File: src/rtl/dbbr_pkg.sv
package dbbr_pkg;
   typedef enum logic [2:0] {
      CMD_NOP  = 3'd0,
      CMD_MODE = 3'd1,
      CMD_ACT  = 3'd2,
      CMD_RD   = 3'd3,
      CMD_WR   = 3'd4,
      CMD_PRE  = 3'd5
   } cmd_e;

   localparam int unsigned MAX_BURST   = 8;
   localparam int unsigned BURST_CNT_W = 3;
endpackage

File: src/rtl/dbbr_mode_reg.sv
module dbbr_mode_reg (
   input  logic       clk_i,
   input  logic       rst_ni,
   input  logic       load_i,
   input  logic [2:0] code_i,
   output logic [2:0] blm1_o,
   output logic       lat3_o
);
   logic [1:0] len_code_q;
   logic       lat_q;

   always_ff @(posedge clk_i) begin
      if (!rst_ni) begin
         len_code_q <= 2'd0;
         lat_q      <= 1'b0;
      end else if (load_i) begin
         len_code_q <= code_i[1:0];
         lat_q      <= code_i[2];
      end
   end

   // burst length minus one: 1,2,4,8 words
   always_comb begin
      case (len_code_q)
         2'd0:    blm1_o = 3'd0;
         2'd1:    blm1_o = 3'd1;
         2'd2:    blm1_o = 3'd3;
         default: blm1_o = 3'd7;
      endcase
   end

   assign lat3_o = lat_q;
endmodule

File: src/rtl/dbbr_bank.sv
module dbbr_bank #(
   parameter int unsigned ROW_W  = 3,
   parameter int unsigned COL_W  = 4,
   parameter int unsigned DATA_W = 16
) (
   input  logic              clk_i,
   input  logic              rst_ni,
   input  logic              act_i,
   input  logic              pre_i,
   input  logic [ROW_W-1:0]  act_row_i,
   input  logic              we_i,
   input  logic [ROW_W-1:0]  wr_row_i,
   input  logic [COL_W-1:0]  wr_col_i,
   input  logic [DATA_W-1:0] wr_data_i,
   input  logic [ROW_W-1:0]  rd_row_i,
   input  logic [COL_W-1:0]  rd_col_i,
   output logic              open_o,
   output logic [ROW_W-1:0]  row_o,
   output logic [DATA_W-1:0] rd_data_o
);
   localparam int unsigned WORDS = 1 << (ROW_W + COL_W);

   logic [DATA_W-1:0] cells_q [WORDS];
   logic              open_q;
   logic [ROW_W-1:0]  row_q;

   always_ff @(posedge clk_i) begin
      if (we_i) cells_q[{wr_row_i, wr_col_i}] <= wr_data_i;
   end

   always_ff @(posedge clk_i) begin
      if (!rst_ni) begin
         open_q <= 1'b0;
         row_q  <= '0;
      end else if (pre_i) begin
         open_q <= 1'b0;
      end else if (act_i) begin
         open_q <= 1'b1;
         row_q  <= act_row_i;
      end
   end

   assign open_o    = open_q;
   assign row_o     = row_q;
   assign rd_data_o = cells_q[{rd_row_i, rd_col_i}];
endmodule

File: src/rtl/dbbr_burst_engine.sv
module dbbr_burst_engine #(
   parameter int unsigned BANK_W = 1,
   parameter int unsigned ROW_W  = 3,
   parameter int unsigned COL_W  = 4,
   parameter int unsigned DATA_W = 16
) (
   input  logic              clk_i,
   input  logic              rst_ni,
   input  logic              start_rd_i,
   input  logic              start_wr_i,
   input  logic [BANK_W-1:0] bank_i,
   input  logic [ROW_W-1:0]  row_i,
   input  logic [COL_W-1:0]  col_i,
   input  logic [2:0]        blm1_i,
   input  logic              lat3_i,
   input  logic [DATA_W-1:0] wr_data_i,
   input  logic [DATA_W-1:0] rd_word_i,
   output logic              busy_o,
   output logic [BANK_W-1:0] bank_o,
   output logic              we_o,
   output logic [BANK_W-1:0] we_bank_o,
   output logic [ROW_W-1:0]  we_row_o,
   output logic [COL_W-1:0]  we_col_o,
   output logic [DATA_W-1:0] we_data_o,
   output logic [ROW_W-1:0]  rd_row_o,
   output logic [COL_W-1:0]  rd_col_o,
   output logic [DATA_W-1:0] rd_data_o,
   output logic              rd_valid_o
);
   logic              active_q;
   logic              is_wr_q;
   logic              wait_q;
   logic [2:0]        cnt_q;
   logic [2:0]        idx_q;
   logic [2:0]        mask_q;
   logic [COL_W-1:0]  base_q;
   logic [BANK_W-1:0] bank_q;
   logic [ROW_W-1:0]  row_q;
   logic [DATA_W-1:0] rd_data_q;
   logic              rd_valid_q;

   logic [COL_W-1:0]  mask_ext;
   logic [COL_W-1:0]  step_col;

   // column counter wraps inside the aligned burst block
   assign mask_ext = COL_W'(mask_q);
   assign step_col = (base_q & ~mask_ext) | ((base_q + COL_W'(idx_q)) & mask_ext);

   always_ff @(posedge clk_i) begin
      if (!rst_ni) begin
         active_q   <= 1'b0;
         is_wr_q    <= 1'b0;
         wait_q     <= 1'b0;
         cnt_q      <= '0;
         idx_q      <= '0;
         mask_q     <= '0;
         base_q     <= '0;
         bank_q     <= '0;
         row_q      <= '0;
         rd_data_q  <= '0;
         rd_valid_q <= 1'b0;
      end else begin
         rd_valid_q <= 1'b0;
         rd_data_q  <= '0;
         if (start_rd_i) begin
            active_q <= 1'b1;
            is_wr_q  <= 1'b0;
            wait_q   <= lat3_i;
            cnt_q    <= blm1_i;
            idx_q    <= 3'd0;
            mask_q   <= blm1_i;
            base_q   <= col_i;
            bank_q   <= bank_i;
            row_q    <= row_i;
         end else if (start_wr_i) begin
            // first word is stored in the command cycle itself
            active_q <= (blm1_i != 3'd0);
            is_wr_q  <= 1'b1;
            wait_q   <= 1'b0;
            cnt_q    <= blm1_i - 3'd1;
            idx_q    <= 3'd1;
            mask_q   <= blm1_i;
            base_q   <= col_i;
            bank_q   <= bank_i;
            row_q    <= row_i;
         end else if (active_q) begin
            if (!is_wr_q && wait_q) begin
               wait_q <= 1'b0;
            end else begin
               if (!is_wr_q) begin
                  rd_valid_q <= 1'b1;
                  rd_data_q  <= rd_word_i;
               end
               idx_q <= idx_q + 3'd1;
               if (cnt_q == 3'd0) active_q <= 1'b0;
               else               cnt_q    <= cnt_q - 3'd1;
            end
         end
      end
   end

   always_comb begin
      if (start_wr_i) begin
         we_o      = 1'b1;
         we_bank_o = bank_i;
         we_row_o  = row_i;
         we_col_o  = col_i;
      end else begin
         we_o      = active_q && is_wr_q;
         we_bank_o = bank_q;
         we_row_o  = row_q;
         we_col_o  = step_col;
      end
   end

   assign we_data_o  = wr_data_i;
   assign busy_o     = active_q;
   assign bank_o     = bank_q;
   assign rd_row_o   = row_q;
   assign rd_col_o   = step_col;
   assign rd_data_o  = rd_data_q;
   assign rd_valid_o = rd_valid_q;
endmodule

File: src/rtl/dual_bank_burst_ram.sv
module dual_bank_burst_ram
   import dbbr_pkg::*;
#(
   parameter int unsigned NUM_BANKS = 2,
   parameter int unsigned ROW_W     = 3,
   parameter int unsigned COL_W     = 4,
   parameter int unsigned DATA_W    = 16,
   parameter int unsigned ADDR_W    = 4,
   localparam int unsigned BANK_W   = $clog2(NUM_BANKS)
) (
   input  logic              clk_i,
   input  logic              rst_ni,
   input  logic [2:0]        cmd_i,
   input  logic [BANK_W-1:0] bank_i,
   input  logic [ADDR_W-1:0] addr_i,
   input  logic [DATA_W-1:0] wr_data_i,
   output logic [DATA_W-1:0] rd_data_o,
   output logic              rd_valid_o,
   output logic              err_o
);
   // elaboration-time parameter checks
   if (NUM_BANKS < 2 || (NUM_BANKS & (NUM_BANKS - 1)) != 0) begin : g_bad_banks
      $error("NUM_BANKS must be a power of two, at least 2");
   end
   if (COL_W < BURST_CNT_W) begin : g_bad_col
      $error("COL_W must hold the longest burst");
   end
   if (ADDR_W < ROW_W || ADDR_W < COL_W || ADDR_W < 3) begin : g_bad_addr
      $error("ADDR_W too narrow for row, column or mode operand");
   end
   if (DATA_W < 1) begin : g_bad_data
      $error("DATA_W must be positive");
   end

   logic [NUM_BANKS-1:0] bank_open;
   logic [ROW_W-1:0]     bank_row [NUM_BANKS];
   logic [DATA_W-1:0]    bank_rd  [NUM_BANKS];

   logic [2:0]        blm1;
   logic              lat3;
   logic              eng_busy;
   logic [BANK_W-1:0] eng_bank;
   logic              eng_we;
   logic [BANK_W-1:0] eng_we_bank;
   logic [ROW_W-1:0]  eng_we_row;
   logic [COL_W-1:0]  eng_we_col;
   logic [DATA_W-1:0] eng_we_data;
   logic [ROW_W-1:0]  eng_rd_row;
   logic [COL_W-1:0]  eng_rd_col;

   logic is_mode, is_act, is_rd, is_wr, is_pre;
   logic sel_open;
   logic acc_mode, acc_act, acc_rd, acc_wr, acc_pre;
   logic reject;
   logic err_q;

   assign is_mode = (cmd_i == CMD_MODE);
   assign is_act  = (cmd_i == CMD_ACT);
   assign is_rd   = (cmd_i == CMD_RD);
   assign is_wr   = (cmd_i == CMD_WR);
   assign is_pre  = (cmd_i == CMD_PRE);

   assign sel_open = bank_open[bank_i];

   // acceptance rules; a burst in flight blocks new transfers and mode changes
   assign acc_mode = is_mode && !eng_busy;
   assign acc_act  = is_act  && !sel_open;
   assign acc_pre  = is_pre  && !(eng_busy && (eng_bank == bank_i));
   assign acc_rd   = is_rd   && !eng_busy && sel_open;
   assign acc_wr   = is_wr   && !eng_busy && sel_open;

   assign reject = (is_mode && !acc_mode) || (is_act && !acc_act) ||
                   (is_pre && !acc_pre)   || (is_rd && !acc_rd)   ||
                   (is_wr && !acc_wr);

   always_ff @(posedge clk_i) begin
      if (!rst_ni) err_q <= 1'b0;
      else         err_q <= reject;
   end

   dbbr_mode_reg u_mode (
      .clk_i  (clk_i),
      .rst_ni (rst_ni),
      .load_i (acc_mode),
      .code_i (addr_i[2:0]),
      .blm1_o (blm1),
      .lat3_o (lat3)
   );

   for (genvar g = 0; g < NUM_BANKS; g++) begin : g_bank
      dbbr_bank #(
         .ROW_W  (ROW_W),
         .COL_W  (COL_W),
         .DATA_W (DATA_W)
      ) u_bank (
         .clk_i     (clk_i),
         .rst_ni    (rst_ni),
         .act_i     (acc_act && (bank_i == BANK_W'(g))),
         .pre_i     (acc_pre && (bank_i == BANK_W'(g))),
         .act_row_i (addr_i[ROW_W-1:0]),
         .we_i      (eng_we && (eng_we_bank == BANK_W'(g))),
         .wr_row_i  (eng_we_row),
         .wr_col_i  (eng_we_col),
         .wr_data_i (eng_we_data),
         .rd_row_i  (eng_rd_row),
         .rd_col_i  (eng_rd_col),
         .open_o    (bank_open[g]),
         .row_o     (bank_row[g]),
         .rd_data_o (bank_rd[g])
      );
   end

   dbbr_burst_engine #(
      .BANK_W (BANK_W),
      .ROW_W  (ROW_W),
      .COL_W  (COL_W),
      .DATA_W (DATA_W)
   ) u_engine (
      .clk_i      (clk_i),
      .rst_ni     (rst_ni),
      .start_rd_i (acc_rd),
      .start_wr_i (acc_wr),
      .bank_i     (bank_i),
      .row_i      (bank_row[bank_i]),
      .col_i      (addr_i[COL_W-1:0]),
      .blm1_i     (blm1),
      .lat3_i     (lat3),
      .wr_data_i  (wr_data_i),
      .rd_word_i  (bank_rd[eng_bank]),
      .busy_o     (eng_busy),
      .bank_o     (eng_bank),
      .we_o       (eng_we),
      .we_bank_o  (eng_we_bank),
      .we_row_o   (eng_we_row),
      .we_col_o   (eng_we_col),
      .we_data_o  (eng_we_data),
      .rd_row_o   (eng_rd_row),
      .rd_col_o   (eng_rd_col),
      .rd_data_o  (rd_data_o),
      .rd_valid_o (rd_valid_o)
   );

   assign err_o = err_q;
endmodule

File: config.mk
export PLATFORM = sky130hd
export DESIGN_NAME = dual_bank_burst_ram
export DESIGN_NICKNAME = d
export VERILOG_FILES = /design/src/rtl/dbbr_pkg.sv /design/src/rtl/dbbr_mode_reg.sv /design/src/rtl/dbbr_bank.sv /design/src/rtl/dbbr_burst_engine.sv /design/src/rtl/dual_bank_burst_ram.sv
export SDC_FILE = /design/constraint.sdc
export NUM_CORES = 2
export LEC_CHECK = 0
export BUFFER_PORTS_ARGS = -buffer_cell sky130_fd_sc_hd__buf_2
export CAP_MARGIN = 20
export CORE_MARGIN = 4
export CORE_UTILIZATION = 30
export DETAILED_ROUTE_END_ITERATION = 8
export PLACE_DENSITY = 0.51
export SLEW_MARGIN = 20
export SYNTH_ARGS = -nofsm -noshare
export SYNTH_HDL_FRONTEND = slang
export SYNTH_SLANG_ARGS = --single-unit
export TNS_END_PERCENT = 30
File: constraint.sdc
create_clock -name clk_i -period 4.4 [get_ports clk_i]
set_input_delay 0.44 -clock clk_i [delete_from_list [all_inputs] [get_ports clk_i]]
set_output_delay 0.44 -clock clk_i [all_outputs]
set_load 0.02 [all_outputs]
==> key figures <==
Pwr
  – P_leak: 65.2 nW
  – Peak supply drop: 0.000346 V
  – Power per cell area: 403 nW/um2
  – Total power: 0.0811 W

Clock network
  – CTS tree: built
  – Clk root buf: clkbuf_16
  – H-tree depth: 5
  – Max Root-Sink Buffers: 4
  – CTS buffer count: 420
  – Clock sinks: 4145
  – Reg clk slew, reported paths: 0.07 ns
  – Clock Latency Late Sink: 1.04 ns

Yosys
  – Distinct cells, synth: 84
  – Synth Warn #: 0
  – Seq/Total Area, Yosys: 75.1%
  – Syn Inst Count: 10828
  – Largest cells by area after synthesis: edfxtp_1, nand2_1, mux4_2, nand3_1, mux2i_1
  – Cell taking the most area after synthesis: edfxtp_1
  – Syn nets: 10858
  – Yosys reg bits: 4145
  – Post-synth top area share: 74.5%
  – Avg Cell Area, Syn: 15.2 um2
  – Mapped cell area: 165000 um2
  – Share of synthesized registers carrying an async set or reset: 0%
  – Commonest register cell after synthesis: edfxtp_1
  – Post-synth EDFFs: 4096

Worst hold path
  – Hold Crit Depth: 3
  – Hold Crit Class: in2reg
  – Worst hold endpoint: u_engine.rd_row_o[0]
  – Hold path start: rst_ni

Detailed routing
  – WL/cell: between 30 and 40 um
  – Drc violations: 0
  – Initial DRC Count: about 14000
  – DRT antenna net count: 0
  – Routed WL: 594000 um
  – First-pass iteration count of the detailed router: 6
  – Routed vias: ~110k
  – Vias per std cell: 5.50

Critical path
  – CP Capture Type: flop
  – Worst reg-to-reg setup slack: -0.1 ns
  – R2R Path End: u_engine.rd_data_o[0]
  – Crit path max-delay family: simple AND/OR/NAND/NOR gates
  – Critical Path RT: 5.25 ns
  – WS Path Type: reg2reg
  – Critical Path Fanout Max: 52
  – CP Buf/Inv Count: 5
  – Worst r2r path cells: 15
  – R2r startpoint: u_engine.base_q[0]
  – Startpoint Class: flop
  – Max incr delay on CP: roughly 0.58 ns
  – Critical Path, Cell by Cell: ha_2 > inv_1 > fa_2 > and2_1 > nor2_4 > buf_12 > nor2_4 > buf_4 > buf_16 > nand3_1 > nand4_1 > nand4_1 > a2111oi_4 > buf_4 > o211ai_1
  – Critical path arrival: around 5.4 ns
  – CP max-delay cell: fa_2

Outcome
  – Outcome: finished, violations left
  – Failing checks: setup timing

Placement
  – IO Port Bufs: between 40 and 50
  – Hpwl dp: roughly 370000 um
  – Post-DP Area: around 190000 um2
  – Routability cong.: 0.895

STA
  – Fin crit share: 102%
  – Slew HR: between 20% and 30%
  – Slack of the critical path: -0.0991 ns
  – Final Max Slew Viols: 0
  – Final min period: 4.50 ns
  – Skew final: 0.0645 ns
  – RSZ-0062 raised after global routing: yes
  – Worst slew pin tran: 1.16 ns
  – Max Clk Rate: 222 MHz
  – Hold_ws: 0.107 ns
  – Final setup viols: 4
  – Hold Violations, Final: 0

Layout
  – Most common cell after layout, fill and taps aside: edfxtp_1
  – Nets: ~12000
  – Area grow syn2layout: 21.8%
  – Layout cells sized above 1: about 20%
  – Commonest cells after routing, fill and taps aside: edfxtp_1, nand2_1, nand3_1, buf_4, clkbuf_16
  – Post-route design area: ~200000 um2

Floorplan
  – Site row count: between 200 and 300
  – Starting Density: ~30%
  – Die area: 562000 um2
  – IO Count: 44
  – Core footprint: 549000 um2
  – Chip width: 750 um
  – Die H: 750 um

Global routing
  – Gr ovfl total: 0
  – Vias in the first global route: around 100k
  – Total GRT Usage: 20.3%
  – Largest net degree at the start of global routing: 120
  – First-pass GRT wire length: 820000 um
  – Initial antenna violation count: 59

Run
  – Max_cap viols: 0
## worst max-delay path by stage
stage,slack (ns),to,start,cells after the start
final,-0.1,u_engine.rd_data_o[0],u_engine.base_q[0],15
after detailed placement,-0.60,u_engine.rd_data_o[0],u_engine.base_q[0],16
after global placement,-1.44,u_engine.rd_data_o[10],u_engine.base_q[0],16
after global routing,-0.12,u_engine.rd_data_o[0],u_engine.base_q[0],17
after floorplan,0.29,g_bank[0].u_bank.cells_q[63][0],u_engine.base_q[0],14
after CTS,-0.11,u_engine.rd_data_o[0],u_engine.base_q[0],16
## cell usage after synthesis, types with 19 or more instances
cell / number
nand2b_1: 27
o2bb2ai_1: 21
a211o_1: 37
a32oi_1: 78
mux4_2: 225
edfxtp_1: 4096
o22ai_1: 96
a221oi_1: 22
nor2b_1: 19
o41ai_1: 19
and3_1: 355
clkbuf_1: 434
nand4_1: 85
dfxtp_1: 49
a2111oi_0: 65
a31oi_1: 199
buf_2: 253
and2_1: 21
nand3_1: 867
o2111ai_1: 48
a21oi_1: 258
a211oi_1: 300
nand2_1: 1391
o221ai_1: 28
a31o_2: 58
mux2i_1: 350
o21ai_0: 433
nor4_1: 105
or4_1: 35
mux2_2: 50
a32o_1: 21
buf_1: 99
nor2_1: 342
buf_4: 22
a311oi_1: 24
nor3_1: 58
## cell type report
cell class | instances | area (um2)
fillers | 51591 | 347000
flip-flops and latches | 4145 | 124000
multi-input cells | 5861 | 38700
repair buffers | 1304 | 15500
clock buffers | 530 | 11100
well taps | 7261 | 9080
clock inverters | 243 | 2570
diodes | 31 | 77.6
inverters | 11 | 42.5
## where the power goes
part | internal [W] | switching [W]
logic | 0.000325 | 0.00123
clock network | 0.0204 | 0.0157
registers | 0.0434 | 0.00000782
## stage by stage
step | util [%] | setup TNS [ns] | setup slack [ns] | std cells
after CTS | 36.5 | -0.203 | -0.107 | 19324
after global placement | 33.9 | -7.09 | -1.44 | 18509
final | 36.7 | -0.173 | -0.0991 | 19386
after global routing | 36.7 | -0.476 | -0.121 | 19366
after floorplan | - | 0 | 0.291 | 10828
after detailed placement | 33.9 | -3.94 | -0.604 | 18516
## cell families after synthesis
family / synth area share (%)
flops: 75.1
mux: 5.54
simple gates: 9.51
fa+ha+maj: 0.0349
buf+inv: 2.12
xor+xnor: 0.0364
compound gates: 7.67
## registers in the layout, indices dropped and copies added (netlist names)
signal                 count
g_bank.u_bank.row_o        6
u_engine.bank_o            1
u_engine.is_wr_q           1
u_engine.base_q            4
u_engine.wait_q            1
u_engine.rd_row_o          3
u_mode.lat3_o              1
u_mode.len_code_q          2
g_bank.u_bank.open_o       2
u_engine.busy_o            1
u_engine.rd_data_o        16
u_engine.cnt_q             3
err_o                      1
g_bank.u_bank.cells_q   4096
u_engine.mask_q            3
u_engine.rd_valid_o        1
u_engine.idx_q             3
## layer usage
metal	track usage (%)	up-vias	share of wire (%)
met5	0	-	0.029
met3	3.67	994	9.1
li1	-	44712	-
met2	31.0	5236	45
met4	7.30	30	4.1
met1	29.0	55657	42
## worst register-to-register path: cells and delay by family, from the launching register on
family / cells / cell delay (ns)
fa+ha+maj: 2 / 0.75
compound gates: 2 / 0.75
flops: 1 / 0.34
buf+inv: 5 / 1.02
simple gates: 6 / 1.49
## timing repair
| item | 4_1_cts | 5_1_grt |
|---|---|---|
| hold endpoints to repair | 732 | 0 |
| pin swaps | 7 | 18 |
| hold buffers | 27 | 0 |
| resized for setup | 36 | 85 |
| buffers inserted | 4 | 22 |
| setup endpoints to repair | 14 | 12 |
| cloned | 4 | 10 |
(Power assumes the default switching activity.)
